<file path="src/rtl/rtc_tick_pkg.sv">
package rtc_tick_pkg;
   // register addresses
   localparam logic [1:0] ADR_CTRL   = 2'd0;
   localparam logic [1:0] ADR_RELOAD = 2'd1;
   localparam logic [1:0] ADR_COUNT  = 2'd2;
   localparam logic [1:0] ADR_STATUS = 2'd3;
   // control word layout
   localparam int CTRL_W     = 9;
   localparam int BIT_GLOBAL = 0;
   localparam int SEL_LSB    = 4;
   localparam int BIT_TICK   = 8;
   // status bits
   localparam int ST_TICK    = 0;
   localparam int ST_ALARM   = 1;
   // smallest reload value that a write accepts
   localparam int RELOAD_MIN = 3;
endpackage

</file>
<file path="src/rtl/rtc_tick_prescaler.sv">
module rtc_tick_prescaler #(
   parameter int SEL_W = 4
) (
   input  logic             clk,
   input  logic             rst_n,
   input  logic             ref_stb,
   input  logic [SEL_W-1:0] sel,
   output logic             step_stb
);
   localparam int DIV_W = (1 << SEL_W) - 1;

   logic [DIV_W-1:0] div_q;
   logic [DIV_W-1:0] mask;

   // mask has the low 'sel' bits set
   for (genvar i = 0; i < DIV_W; i++) begin : g_mask
      assign mask[i] = (sel > SEL_W'(i));
   end

   always_ff @(posedge clk) begin
      if (!rst_n)       div_q <= '0;
      else if (ref_stb) div_q <= div_q + 1'b1;
   end

   assign step_stb = ref_stb && ((div_q & mask) == mask);
endmodule

</file>
<file path="src/rtl/rtc_tick_down.sv">
module rtc_tick_down #(
   parameter int CNT_W = 16
) (
   input  logic             clk,
   input  logic             rst_n,
   input  logic             start,
   input  logic             stop,
   input  logic             step,
   input  logic [CNT_W-1:0] reload,
   output logic [CNT_W-1:0] count,
   output logic             running,
   output logic             expire
);
   localparam logic [CNT_W-1:0] ONE = CNT_W'(1);

   logic [CNT_W-1:0] cnt_q;
   logic             run_q;

   assign expire = run_q && step && !start && !stop && (cnt_q == ONE);

   always_ff @(posedge clk) begin
      if (!rst_n) begin
         cnt_q <= '0;
         run_q <= 1'b0;
      end else if (start) begin
         cnt_q <= reload;
         run_q <= 1'b1;
      end else if (stop) begin
         run_q <= 1'b0;
      end else if (run_q && step) begin
         if (cnt_q == ONE) cnt_q <= reload;
         else              cnt_q <= cnt_q - ONE;
      end
   end

   assign count   = cnt_q;
   assign running = run_q;
endmodule

</file>
<file path="src/rtl/rtc_sec_divider.sv">
module rtc_sec_divider #(
   parameter int REF_HZ = 32768
) (
   input  logic clk,
   input  logic rst_n,
   input  logic start,
   input  logic stop,
   input  logic ref_stb,
   output logic sec_stb
);
   localparam int SW = $clog2(REF_HZ);
   localparam logic [SW-1:0] LAST = SW'(REF_HZ - 1);

   logic [SW-1:0] cnt_q;
   logic          run_q;
   logic          pulse_q;

   always_ff @(posedge clk) begin
      if (!rst_n) begin
         cnt_q   <= '0;
         run_q   <= 1'b0;
         pulse_q <= 1'b0;
      end else if (start) begin
         cnt_q   <= '0;
         run_q   <= 1'b1;
         pulse_q <= 1'b0;
      end else if (stop) begin
         run_q   <= 1'b0;
         pulse_q <= 1'b0;
      end else if (run_q && ref_stb) begin
         pulse_q <= (cnt_q == LAST);
         cnt_q   <= (cnt_q == LAST) ? '0 : cnt_q + 1'b1;
      end else begin
         pulse_q <= 1'b0;
      end
   end

   assign sec_stb = pulse_q;
endmodule

</file>
<file path="src/rtl/rtc_tick_timer.sv">
module rtc_tick_timer
   import rtc_tick_pkg::*;
#(
   parameter int DATA_W = 32,
   parameter int CNT_W  = 16,
   parameter int SEL_W  = 4,
   parameter int REF_HZ = 32768
) (
   input  logic              clk,
   input  logic              rst_n,
   input  logic              ref_stb,
   input  logic              alarm_hit,
   input  logic              wr_en,
   input  logic [1:0]        addr,
   input  logic [DATA_W-1:0] wdata,
   output logic [DATA_W-1:0] rdata,
   output logic              tick_irq,
   output logic              alarm_irq,
   output logic              sec_stb
);
   // elaboration-time parameter checks
   if (SEL_W < 1 || SEL_W > 4 + SEL_LSB - 4 || SEL_LSB + SEL_W > BIT_TICK) begin : g_bad_sel
      $error("SEL_W must fit between the enable bits");
   end
   if (CNT_W < 2 || CNT_W > DATA_W) begin : g_bad_cnt
      $error("CNT_W must lie in 2..DATA_W");
   end
   if (DATA_W < CTRL_W) begin : g_bad_data
      $error("DATA_W must hold the control word");
   end
   if (REF_HZ < 2) begin : g_bad_ref
      $error("REF_HZ must be at least 2");
   end

   logic [CTRL_W-1:0] ctrl_q;
   logic [CNT_W-1:0]  reload_q;
   logic [1:0]        stat_q;

   logic              wr_ctrl, wr_reload, wr_stat;
   logic              new_glb, new_tick;
   logic              tick_start, tick_stop, sec_start, sec_stop;
   logic              step_stb, tick_expire, tick_run;
   logic [CNT_W-1:0]  tick_cnt;
   logic [SEL_W-1:0]  sel;

   assign wr_ctrl   = wr_en && (addr == ADR_CTRL);
   assign wr_reload = wr_en && (addr == ADR_RELOAD);
   assign wr_stat   = wr_en && (addr == ADR_STATUS);
   assign new_glb   = wdata[BIT_GLOBAL];
   assign new_tick  = wdata[BIT_TICK];
   assign sel       = ctrl_q[SEL_LSB +: SEL_W];

   // edge-driven start and stop decisions
   assign tick_start = wr_ctrl && new_glb && new_tick && !ctrl_q[BIT_TICK]
                       && (reload_q != '0);
   assign tick_stop  = wr_ctrl && ((new_glb && !new_tick && ctrl_q[BIT_TICK])
                                   || (!new_glb && ctrl_q[BIT_GLOBAL]));
   assign sec_start  = wr_ctrl && new_glb && !ctrl_q[BIT_GLOBAL];
   assign sec_stop   = wr_ctrl && !new_glb && ctrl_q[BIT_GLOBAL];

   always_ff @(posedge clk) begin
      if (!rst_n) begin
         ctrl_q   <= '0;
         reload_q <= '0;
      end else begin
         if (wr_ctrl) ctrl_q <= wdata[CTRL_W-1:0];
         if (wr_reload && (wdata >= DATA_W'(RELOAD_MIN)))
            reload_q <= wdata[CNT_W-1:0];
      end
   end

   // pending flags: a new event wins over a same-cycle clear
   logic [1:0] clr_mask, set_mask;
   assign clr_mask = wr_stat ? wdata[1:0] : 2'b00;
   assign set_mask = {alarm_hit, tick_expire};

   always_ff @(posedge clk) begin
      if (!rst_n) stat_q <= '0;
      else        stat_q <= (stat_q & ~clr_mask) | set_mask;
   end

   rtc_tick_prescaler #(.SEL_W(SEL_W)) i_presc (
      .clk      (clk),
      .rst_n    (rst_n),
      .ref_stb  (ref_stb),
      .sel      (sel),
      .step_stb (step_stb)
   );

   rtc_tick_down #(.CNT_W(CNT_W)) i_down (
      .clk     (clk),
      .rst_n   (rst_n),
      .start   (tick_start),
      .stop    (tick_stop),
      .step    (step_stb),
      .reload  (reload_q),
      .count   (tick_cnt),
      .running (tick_run),
      .expire  (tick_expire)
   );

   rtc_sec_divider #(.REF_HZ(REF_HZ)) i_sec (
      .clk     (clk),
      .rst_n   (rst_n),
      .start   (sec_start),
      .stop    (sec_stop),
      .ref_stb (ref_stb),
      .sec_stb (sec_stb)
   );

   always_comb begin
      unique case (addr)
         ADR_CTRL:   rdata = DATA_W'(ctrl_q);
         ADR_RELOAD: rdata = DATA_W'(reload_q);
         ADR_COUNT:  rdata = DATA_W'(tick_cnt);
         default:    rdata = DATA_W'(stat_q);
      endcase
   end

   assign tick_irq  = stat_q[ST_TICK];
   assign alarm_irq = stat_q[ST_ALARM];
endmodule

</file>
<file path="config.mk">
export PLATFORM = sky130hd
export DESIGN_NAME = rtc_tick_timer
export DESIGN_NICKNAME = d
export VERILOG_FILES = /design/src/rtl/rtc_tick_pkg.sv /design/src/rtl/rtc_tick_prescaler.sv /design/src/rtl/rtc_tick_down.sv /design/src/rtl/rtc_sec_divider.sv /design/src/rtl/rtc_tick_timer.sv
export SDC_FILE = /design/constraint.sdc
export NUM_CORES = 1
export LEC_CHECK = 0
export ABC_AREA = 1
export BUFFER_PORTS_ARGS = -buffer_cell sky130_fd_sc_hd__clkbuf_2
export CAP_MARGIN = 20
export CORE_AREA = 2 2 99 101
export CTS_CLUSTER_SIZE = 14
export DETAILED_ROUTE_END_ITERATION = 8
export DIE_AREA = 0 0 101 103
export GPL_TIMING_DRIVEN = 0
export PLACE_DENSITY_LB_ADDON = 0.25
export SKIP_LAST_GASP = 1
export SYNTH_ARGS = -nofsm -noshare
export SYNTH_HDL_FRONTEND = slang
export SYNTH_SLANG_ARGS = --single-unit
</file>
<file path="constraint.sdc">
create_clock -name clk -period 2.21 [get_ports clk]
set_clock_uncertainty 0.05 [all_clocks]
set_input_delay 0.663 -clock clk [delete_from_list [all_inputs] [get_ports clk]]
set_output_delay 0.663 -clock clk [all_outputs]
set_load 0.02 [all_outputs]
</file>
Word level (Yosys, flattened, before mapping)
Index checks and enable logic that the tools add are counted.
{ "totals": {"ff_bits": 76, "latch_bits": 0, "mem_bits_rw": 0, "romBits": 0, "input_bits": 39, "output_inout_bits": 35, "wordCells": 90, "memories": 0} }
{ "classes": {"n_addsub": 3, "n_mul": 0, "div_mod_pow": 0, "n_lt_le_gt_ge": 16, "n_eq_ne": 7, "shift": 0, "muxes": 11, "bitwise_logic": 7, "n_reduce_logical": 37} }
{ "ops": {"columns": ["op", "count"], "rows": [
  ["2-to-1 mux 16 bit", 4],
  ["one-hot mux 16 bit (3 select lines)", 1],
  ["greater-or-equal comparator 32 x 2 -> 1 bit (second input constant)", 1],
  ["adder 15 x 1 -> 15 bit (second input constant)", 2],
  ["greater-than comparator 4 bit (second input constant)", 7],
  ["logical AND 1 bit", 21],
  ["== test 16 x 1 -> 1 bit (second input constant)", 1],
  ["greater-than comparator 4 x 3 -> 1 bit (second input constant)", 4],
  ["nonzero test 16 bit", 1],
  ["subtractor 16 x 1 -> 16 bit (second input constant)", 1],
  ["AND 15 bit", 1],
  ["== test 15 bit", 1],
  ["== test 15 bit (second input constant)", 1],
  ["2-to-1 mux 15 bit", 1],
  ["greater-than comparator 4 x 1 -> 1 bit (second input constant)", 2],
  ["greater-than comparator 4 x 2 -> 1 bit (second input constant)", 2],
  ["logical NOT 1 bit", 6],
  ["nonzero test 2 bit", 3],
  ["== test 2 bit (second input constant)", 2],
  ["2-to-1 mux 1 bit", 4],
  ["AND reduction 2 bit", 2],
  ["OR reduction 4 bit", 1],
  ["inverter 1 bit", 3],
  ["AND 2 bit", 1],
  ["other kinds (8)", 8]
]} }

Longest topological paths before layout
Gate-level depths: netlist of the first run.
{ "depth": {"depth_word": 11, "ltp_mapped": 13, "ltp_nobuf": 13} }

Cells and area by module
From an unflattened synthesis of the first run, not the netlist that was laid out.
{ "unflattened": {"hier_cells": 755, "hier_area_um2": 4880.9} }
{ "modules_own_cells": {"columns": ["module", "n_inst", "cells_each", "area_each_um2", "seq_area_each_um2"], "rows": [
  ["rtc_tick_timer", 1, 294, 1757.9, 540.5],
  ["rtc_tick_down", 1, 190, 1327.5, 340.3],
  ["rtc_tick_prescaler", 1, 146, 925.9, 300.3],
  ["rtc_sec_divider", 1, 125, 869.6, 340.3]
]} }

Worst setup path after synthesis of the first run
Ideal clock, no wire load.
{ "synth_path": {"path_kind": "input port to output port", "startpoint": "in addr[1]", "endpoint": "out rdata[10]", "t_arrival_ns": 1.584, "required_ns": 1.497, "slack_ns": -0.087, "cell_stages": 5, "n_path_buf": 1, "cell_sequence": "inv_2 nor2_1 inv_1 clkbuf_1 o21ai_0"} }
{ "synth_between": {"elab_chain_len": 2, "word_cells_on_any_way": 4, "classes_between": "2 x eq/ne; 1 x mux; 1 x reduce/logical"} }
{ "synth_rtl": {"columns": ["item", "line", "rtl"], "rows": [
  ["from (decl)", "rtc_tick_timer.sv:14", "input logic [1:0] addr,"],
  ["== test 2 bit (tied with other cells)", "rtc_tick_timer.sv:112", "unique case (addr)"],
  ["one-hot mux 16 bit (3 select lines) *", "rtc_tick_timer.sv:112", null],
  ["to (decl)", "rtc_tick_timer.sv:16", "output logic [DATA_W-1:0] rdata,"]
]} }
Every way passes the cells marked *; elsewhere a longest branch is shown, timed or not.

Worst setup path after layout of the first run
{ "layout_path": {"startpoint": "in addr[1]", "endpoint": "out rdata[11]"} }
The elaborated chain is that of the path after synthesis.

==> impl_metrics.csv, run 1 <==
group,metric,value,unit
yosys,synthArstFlopShare,0,%
power_and_ir_drop,leakage,2.66,nW
setup_path,crit_fanout,7,
yosys,synth.largest_area_cell,"dfxtp_1",
drt,drt-initial-drc-count,346,
timing,timing.fmax,439,MHz
timing,rsz0062_at_grt,"true",
cells_and_area,drive_gt1_share,17.6,%
power_and_ir_drop,ir_drop,0.323,mV
die,start_util,48.3,%
cells_and_area,diodes,0,
global_routing,grt_overflow,0,
global_routing,grt_antenna_before_repair,0,
power_and_ir_drop,p_per_area,598,nW/um^2
global_routing,top_usage_layer,"met2",
drt,routed_wirelength,13000,um
setup_path,endpoint_kind,"output port",
setup_path,crit_type,"input port to output port",
setup_path,rrSetupSlack,0.34,ns
clocking,cts-root-buf,"clkbuf_8",
setup_path,critical_path.slowest_cell,"clkbuf_8",
yosys,synth_adder_area_share,1.10,%
setup_path,required,1.50,ns
yosys,ys_ff_latch,76,
die,dieWidth,101,um
global_routing,use_met3,3.66,%
clocking,postCtsHoldBufs,0,
setup_path,r2r_start,"i_down.count[0]$_SDFFE_PN0P_",
die,ios,74,
cells_and_area,area_growth,23.7,%
cells_and_area,fin_area,5650,um^2
drt,ant_nets,0,
global_routing,grt_pass1_vias,4456,
power_and_ir_drop,total_power,3.38,mW
drt,vias,4891,
clocking,htreeDepth,3,
yosys,ys.flop_type,"dfxtp_1",
drt,drc,0,
min_path,hp-class,"flip-flop to flip-flop",
timing,min_period_over_period,103,%
placement,place_area,5050,um^2
min_path,whs_endpoint,"i_down.running$_SDFFE_PN0P_",
placement,gp_congestion,0.901,
yosys,synth_top_family_by_area,"simple AND/OR/NAND/NOR gates",
placement,dp.cells,914,
clocking,cts_sinks,76,
timing,tightest_slew,0.554,ns
yosys,synthTopCellsByCount,"175 x nand2_1, 120 x nor2_1, 89 x inv_1",
timing,slew_headroom,63.1,%
placement,io_buffers,57,
run_status,status,"finished, violations left",
yosys,ys_seq_area_share,33.3,%
timing,report.final.slew_viol_count,0,
min_path,worstHoldStart,"i_down.running$_SDFFE_PN0P_",
timing,setup_viol,12,
clocking,clkTransAtPathRegs,0.08,ns
placement,hpwl,9390,um
setup_path,cp_cell_sequence,"clkbuf_16, inv_8, nor2_4, inv_4, clkbuf_8, o22ai_2, clkbuf_8",
drt,via_per_inst,5.24,
die,dieArea,10400,um^2
yosys,ys_warn_count,0,
yosys,yosys-top-cells-area,"dfxtp_1 33%, nand2_1 14%, nor2_1 9.9%, inv_1 7.3%, nand3_1 5.8%",
clocking,cts_buffer_depth,2,
timing,hold_viol,0,
yosys,syn-cell-area,4570,um^2
global_routing,met2_usage,43.8,%
die,die_y,103,um
yosys,synth_edf_count,0,
yosys,yosys.area_share.simple,35.5,%
setup_path,r2r-end,"i_down.count[10]$_SDFFE_PN0P_",
global_routing,grt.total_usage,25.4,%
setup_path,path_common_cell,"clkbuf_8",
cells_and_area,fill_cells,891,
setup_path,reg2reg_depth,11,
global_routing,grt_max_degree,14,
die,rows,36,
setup_path,worstPathArrival,1.57,ns
global_routing,grt_first_pass_wirelength,20700,um
setup_path,cp_slowest_stage_delay,0.18,ns
yosys,yosysUniqueCellTypes,37,
yosys,syn_inst,728,
run_status,violations,"negative setup slack",
yosys,synth-compound-area-share,14.6,%
timing,period_minus_slack,2.28,ns
yosys,synth_area_per_cell,6.28,um^2
yosys,muxShareOfSynthArea,0,%
min_path,whs_path_depth,2,
cells_and_area,nets,857,
cells_and_area,final_cells,933,
timing,layout_setup_ws,-0.0681,ns
clocking,cts_made_buffers,9,
run,drv_cap,0,
drt,firstDrtPassIters,6,
setup_path,critPathLaunchType,"input port",
yosys,synth-xor-area-share,2.30,%
global_routing,met1_usage,32.2,%
drt,wl_per_cell,13.9,um
yosys,yosysMostFrequentCell,"nand2_1",
die,coreArea,9460,um^2
yosys,synth_top_area_share,33.3,%
clocking,clk_latency,0.36,ns
clocking,cts_tree,"done",
metal layers:
metal	up-vias	share of wire, %
met3	28	6.8
met4	0	2.3
met5	-	0
li1	2461	-
met2	206	49
met1	2196	42
final cells by class:
type                    instances  area (um^2)  area share (%)
plain buffers                  35          259            4.58
flip-flops and latches         76         1520            26.9
inverters                      96          375            6.64
multi-input cells             536         2660            47.0
clock inverters                 6          111            1.97
repair buffers                 60          462            8.17
well taps                     114          143            2.52
clock buffers                  10          128            2.26
registers in the layout, summed over array words and instances (netlist names):
register,count
i_down.running,1
i_sec.run_q,1
i_down.count,16
i_presc.div_q,15
ctrl_q,9
i_sec.cnt_q,15
i_sec.sec_stb,1
stat_q,2
reload_q,16
placed cells by master (no fill, tap or decap), types with 7 or more instances in the layout:
master    Yosys  final
nand2_1     175    173
nor2_1      120    119
inv_1        89     88
dfxtp_1      76     76
nand3_1      53     53
a21oi_1      51     51
o21ai_0      42     40
clkbuf_2      1     40
buf_4        17     23
conb_1        1     16
clkbuf_8      0     13
xor2_1       11     11
buf_6         5     10
clkbuf_1      8      8
nand4_1       8      8
nand2_2       5      7
nor3_1        7      7
worst max-delay path by stage:
stage	cells after the start	slack, ns	end	from
after global routing	6	-0.09	rdata[3]	addr[0]
after detailed placement	6	-0.38	rdata[2]	addr[0]
after global placement	7	-0.37	rdata[6]	addr[1]
final	7	-0.07	rdata[11]	addr[1]
after floorplan	5	-0.09	rdata[10]	addr[1]
after CTS	7	-0.05	rdata[2]	addr[1]
kinds of logic after synthesis:
group                      Yosys count
adders and majority gates            4
xor gates and xnor gates            12
other                                1
and+or+nand+nor                    383
DFF                                 76
buffers and inverters              131
AOI/OAI and AO/OA                  121
where the power goes:
part	switching, mW	internal, mW	leakage [nW]
logic	0.377	0.242	1.93
registers	0.0385	1.41	0.617
clock network	0.561	0.753	0.117
total	0.976	2.40	2.66
worst max-delay path, delay by kind of cell:
| kind | cells | cell delay, ns |
|---|---|---|
| and+or+nand+nor | 1 | 0.12 |
| AOI/OAI and AO/OA | 1 | 0.17 |
| buffers and inverters | 5 | 0.62 |
per-stage QoR:
stage,utilization (%),setup slack [ns],TNS [ns],hold WS (ns)
2_1_floorplan,-,-0.0873,-0.175,0.394
3_3_place_gp,53.4,-0.370,-4.33,0.407
3_5_place_dp,53.4,-0.382,-5.48,0.410
4_1_cts,59.2,-0.0524,-0.288,0.428
5_1_grt,59.8,-0.0913,-0.852,0.457
6_report,59.8,-0.0681,-0.423,0.425
timing repair:
action | in CTS | in global routing
endpoints found under the setup margin | 16 | 16
resized for setup | 60 | 23
setup buffers | 2 | 0
cloned | 1 | 0
pin swaps | 4 | 2
Note: power is estimated with default switching activity, not from simulation.
==> run 2, diff against run 1 <==
- GPL_ROUTABILITY_DRIVEN: not set -> 0
- PLACE_DENSITY: not set -> 0.74
- PLACE_DENSITY_LB_ADDON: 0.25 -> not set
==> impl_metrics.csv, run 2 (synthesis gave the netlist of run 1 again) <==
group,metric,value,unit
run,drv_cap,0,
cells_and_area,fill_cells,926,
clocking,cts-root-buf,"clkbuf_8",
clocking,cts_buffer_depth,2,
die,die_y,103,um
run_status,status,"finished, violations left",
clocking,postCtsHoldBufs,0,
timing,timing.fmax,446,MHz
placement,hpwl,9720,um
die,dieArea,10400,um^2
setup_path,crit_type,"input port to output port",
timing,hold_viol,0,
die,coreArea,9460,um^2
drt,routed_wirelength,13000,um
die,dieWidth,101,um
power_and_ir_drop,p_sw,0.935,mW
global_routing,grt_max_degree,12,
power_and_ir_drop,ir_drop,0.286,mV
drt,drt-initial-drc-count,293,
power_and_ir_drop,p_comb_share,20.6,%
timing,tightest_slew,0.540,ns
power_and_ir_drop,total_power,3.05,mW
global_routing,grt_antenna_before_repair,0,
setup_path,cp_cell_sequence,"clkbuf_16, inv_8, nor2_4, inv_4, clkbuf_16, o22ai_2, clkbuf_8",
clocking,cts_made_buffers,9,
drt,ant_nets,0,
cells_and_area,layout_commonest_cell,"nand2_1",
cells_and_area,ff_latch_area,1520,um^2
power_and_ir_drop,internal_power,2.11,mW
setup_path,crit_family,"buffers and inverters",
setup_path,required,1.50,ns
min_path,hp-class,"flip-flop to flip-flop",
timing,setup_viol,13,
global_routing,grt_first_pass_wirelength,21400,um
cells_and_area,drive_gt1_share,17.9,%
die,rows,36,
timing,report.final.slew_viol_count,0,
drt,drc,0,
setup_path,crit_fanout,7,
global_routing,grt_pass1_vias,4610,
setup_path,endpoint_kind,"output port",
setup_path,crit_buf_inv,5,
setup_path,critical_path.slowest_cell,"clkbuf_16",
cells_and_area,postLayoutCoreUtil,59.6,%
die,ios,74,
drt,vias,4909,
timing,period_minus_slack,2.24,ns
power_and_ir_drop,swShare,30.7,%
clocking,htreeDepth,3,
power_and_ir_drop,p_seq_share,47.5,%
setup_path,path_common_cell,"clkbuf_16",
global_routing,grt_overflow,0,
cells_and_area,area_growth,23.5,%
clocking,clkTransAtPathRegs,0.08,ns
cells_and_area,diodes,0,
global_routing,grt.total_usage,26.1,%
cells_and_area,final_cell_mix,"171 x nand2_1, 119 x nor2_1, 88 x inv_1",
power_and_ir_drop,p_clk_share,32.0,%
timing,layout_setup_ws,-0.0336,ns
drt,firstDrtPassIters,6,
placement,post-place-ws,-0.429,ns
cells_and_area,nets,858,
setup_path,cp_slowest_stage_delay,0.17,ns
run_status,violations,"negative setup slack",
timing,slew_headroom,64.0,%
clocking,cts_tree,"done",
cells_and_area,multi_input_area,2680,um^2
placement,io_buffers,57,
clocking,clk_latency,0.37,ns
clocking,cts_sinks,76,
setup_path,worstPathArrival,1.53,ns
power_and_ir_drop,leakage,2.65,nW
power_and_ir_drop,p_per_area,541,nW/um^2
drt,via_per_inst,5.26,
timing,min_period_over_period,102,%
setup_path,critPathLaunchType,"input port",
drt,wl_per_cell,14.0,um
timing,rsz0062_at_grt,"true",
die,start_util,48.3,%
run 2: cell types whose count changed in the layout (fill, tap and decap cells not counted), moves of 2 or more:
cell,before,now
buf_6,10,7
bufinv_16,3,0
clkbuf_8,13,19
nand2_1,173,171
nand2_2,7,9
o21ai_2,3,1
o22ai_2,2,4
run 2: worst paths after layout:
check                                    start                            end  slack [ns]  depth (start not counted)
setup / recovery                       addr[1]                      rdata[15]       -0.03                          7
hold reg to reg    i_down.running$_SDFFE_PN0P_    i_down.running$_SDFFE_PN0P_        0.43                          2
setup reg to reg  i_down.count[0]$_SDFFE_PN0P_  i_down.count[10]$_SDFFE_PN0P_        0.31                         11
hold / removal     i_down.running$_SDFFE_PN0P_    i_down.running$_SDFFE_PN0P_        0.43                          2
run 2: cell type report:
| type | count | share of cell area, % |
|---|---|---|
| Inverter | 96 | 6.70 |
| Sequential cell | 76 | 27.0 |
| Buffer | 35 | 4.59 |
| Tap cell | 114 | 2.53 |
| Multi-Input combinational cell | 536 | 47.5 |
| Clock buffer | 13 | 2.82 |
| Clock inverter | 2 | 0.177 |
| Timing Repair Buffer | 61 | 8.69 |
run 2: layer usage:
| layer | track usage (%) | part of all wire, % |
|---|---|---|
| met1 | 32.4 | 43 |
| met2 | 45.0 | 47 |
| met3 | 4.95 | 6.5 |
| met4 | 9.98 | 2.7 |
| met5 | 0 | 0 |
run 2: timing repair:
action	in CTS	in global routing
endpoints found under the hold margin	0	0
buffers inserted	3	0
pin swaps	6	1
gates cloned	1	0
setup endpoints to repair	16	16
gates resized for setup	72	15
run 2: power groups by stage:
stage / Combinational (mW) / Sequential [mW] / Clock (mW)
5_1_grt: 0.697 / 1.45 / 1.04
3_5_place_dp: 0.545 / 1.48 / 0
6_report: 0.627 / 1.45 / 0.975
4_1_cts: 0.610 / 1.45 / 0.993
2_1_floorplan: 0.402 / 1.47 / 0
3_3_place_gp: 0.532 / 1.48 / 0
run 2: stage by stage:
stage | hold WS [ns] | instances | setup TNS, ns | cell area [um^2]
final | 0.427 | 933 | -0.227 | 5640
after global placement | 0.405 | 914 | -5.66 | 5050
after global routing | 0.458 | 933 | -0.553 | 5640
after detailed placement | 0.415 | 914 | -5.72 | 5050
after CTS | 0.426 | 933 | -0.271 | 5610
after floorplan | 0.394 | 743 | -0.175 | 4630
run 2: worst register-to-register path, cell delays in order (launching register included):
cell     delay [ns]
dfxtp_1        0.34
inv_1          0.12
ha_1           0.20
nand2_1        0.17
nor2_1         0.37
nand2_1        0.11
nand2_1        0.08
nand2_1        0.05
nand3_1        0.06
nand2_1        0.06
a21oi_1        0.12
nor2_1         0.06
==> run 3, diff against run 2 <==
--- a/config.mk
+++ b/config.mk
@@ -14,5 +14,5 @@
 export DIE_AREA = 0 0 101 103
 export GPL_ROUTABILITY_DRIVEN = 0
-export GPL_TIMING_DRIVEN = 0
+export GPL_TIMING_DRIVEN = 1
 export PLACE_DENSITY = 0.74
 export SKIP_LAST_GASP = 1
==> constraint.sdc (replaced) <==
create_clock -name clk -period 2.21 [get_ports clk]
set_clock_uncertainty 0.05 [all_clocks]
set_input_delay 0.1105 -clock clk [delete_from_list [all_inputs] [get_ports clk]]
set_output_delay 0.1105 -clock clk [all_outputs]
set_load 0.02 [all_outputs]
==> impl_metrics.csv, run 3 (synthesis gave the netlist of run 1 again) <==
group,metric,value,unit
timing,setup_viol,0,
timing,timing.fmax,505,MHz
timing,min_period_over_period,89.5,%
die,ios,74,
die,die_y,103,um
clocking,cts_sinks,76,
power_and_ir_drop,p_seq_share,46.4,%
min_path,hp-class,"input port to flip-flop",
timing,hold_viol,0,
cells_and_area,layout_commonest_cell,"nand2_1",
placement,io_buffers,57,
global_routing,grt_first_pass_wirelength,20400,um
timing,slew_headroom,65.5,%
drt,drt-initial-drc-count,309,
clocking,cts.repair.resized,0,
setup_path,crit_fanout,27,
clocking,cts-root-buf,"clkbuf_8",
drt,wl_per_cell,13.2,um
setup_path,required,2.47,ns
cells_and_area,fin_area,5180,um^2
setup_path,crit_type,"flip-flop to flip-flop",
global_routing,grt_pass1_vias,4421,
clocking,cts_made_buffers,9,
placement,hpwl,8900,um
die,dieArea,10400,um^2
cells_and_area,diodes,0,
power_and_ir_drop,internal_power,2.16,mW
timing,tightest_slew,0.516,ns
global_routing,grt_max_degree,32,
clocking,clk_latency,0.37,ns
timing,rsz0062_at_grt,"false",
placement,dp.cells,884,
cells_and_area,final_cells,912,
power_and_ir_drop,p_clk_share,36.4,%
clocking,cts_tree,"done",
cells_and_area,multi_input_area,2510,um^2
drt,via_per_inst,5.23,
die,start_util,48.3,%
cells_and_area,ff_latch_area,1520,um^2
clocking,htreeDepth,3,
timing,period_minus_slack,1.98,ns
clocking,clkTransAtPathRegs,0.09,ns
setup_path,critPathLaunchType,"flip-flop",
die,dieWidth,101,um
global_routing,grt_overflow,0,
global_routing,grt_antenna_before_repair,0,
cells_and_area,nets,836,
cells_and_area,fill_cells,910,
run_status,status,"finished, final reports clean",
drt,ant_nets,0,
timing,hold_slack,0.0128,ns
setup_path,endpoint_kind,"flip-flop",
timing,setup_tns,0,ns
power_and_ir_drop,total_power,3.12,mW
cells_and_area,drive_gt1_share,13.0,%
drt,drc,0,
power_and_ir_drop,p_sw,0.957,mW
run,drv_cap,0,
placement,place_area,4850,um^2
die,rows,36,
power_and_ir_drop,leakage,2.47,nW
die,coreArea,9460,um^2
drt,firstDrtPassIters,5,
setup_path,worstPathArrival,2.24,ns
clocking,cts_buffer_depth,2,
power_and_ir_drop,p_per_area,601,nW/um^2
drt,vias,4771,
cells_and_area,final_cell_mix,"175 x nand2_1, 120 x nor2_1, 89 x inv_1",
power_and_ir_drop,ir_drop,0.318,mV
timing,report.final.slew_viol_count,0,
cells_and_area,area_growth,13.4,%
drt,routed_wirelength,12000,um
power_and_ir_drop,swShare,30.7,%
global_routing,grt.total_usage,24.6,%
power_and_ir_drop,p_comb_share,17.2,%
## run 3: cell types whose count changed in the layout (fill, tap and decap cells not counted), sizes merged, moves of 2 or more
cell / before / now
clkbuf: 71 / 67
dlygate4sd3: 0 / 12
clkinvlp: 0 / 3
inv: 95 / 97
buf: 38 / 5
clkinv: 3 / 1
## run 3: path summary, 6_finish.rpt
check	start	to	slack (ns)	cells past startpoint
min reg2reg	i_sec.run_q$_SDFFE_PN0P_	i_sec.run_q$_SDFFE_PN0P_	0.43	2
min	wdata[11]	reload_q[11]$_SDFFE_PN0P_	0.01	3
max	ctrl_q[6]$_SDFFE_PN0P_	i_down.count[11]$_SDFFE_PN0P_	0.23	10
max reg2reg	ctrl_q[6]$_SDFFE_PN0P_	i_down.count[11]$_SDFFE_PN0P_	0.23	10
## run 3: final cells by class
cell class | instances | share of cell area (%)
multi-input cells | 536 | 48.4
flip-flops and latches | 76 | 29.4
repair buffers | 74 | 8.55
inverters | 96 | 6.95
well taps | 114 | 2.75
clock buffers | 10 | 2.66
clock inverters | 6 | 1.35
## run 3: power by group through the flow
stage / sequential [mW] / clock, mW / combinational (mW)
floorplan: 1.47 / 0 / 0.402
global placement: 1.48 / 0 / 0.500
detailed placement: 1.48 / 0 / 0.510
CTS: 1.44 / 1.15 / 0.531
global route: 1.45 / 1.23 / 0.608
finish: 1.45 / 1.13 / 0.536
## run 3: repair_timing
item / 4_1_cts / 5_1_grt
hold buffers: 12 / 0
setup buffers: 0 / 0
endpoints found under the hold margin: 17 / 0
## run 3: critical path, stage by stage (launching register included)
cell and delay (ns):
dfxtp_1 0.46, inv_1 0.19, a21oi_1 0.20, a21oi_1 0.06
nand2_1 0.08, nand2_1 0.09, nand2_4 0.29, nand2_1 0.24
nand2_1 0.12, inv_1 0.04, nor2_1 0.09
## run 3: routing by layer
layer | vias to the layer above | wire length, um | GRT usage [%]
met3 | 37 | 777 | 4.34
met5 | - | 0 | 0
met4 | 0 | 395 | 12.2
met1 | 2120 | 5100 | 29.9
li1 | 2417 | - | -
met2 | 197 | 5760 | 42.3
## run 3: per-stage QoR
step,setup slack (ns),util [%]
2_1_floorplan,0.726,-
3_3_place_gp,0.372,51.3
3_5_place_dp,0.345,51.3
4_1_cts,0.324,54.8
5_1_grt,0.0687,54.8
6_report,0.232,54.8
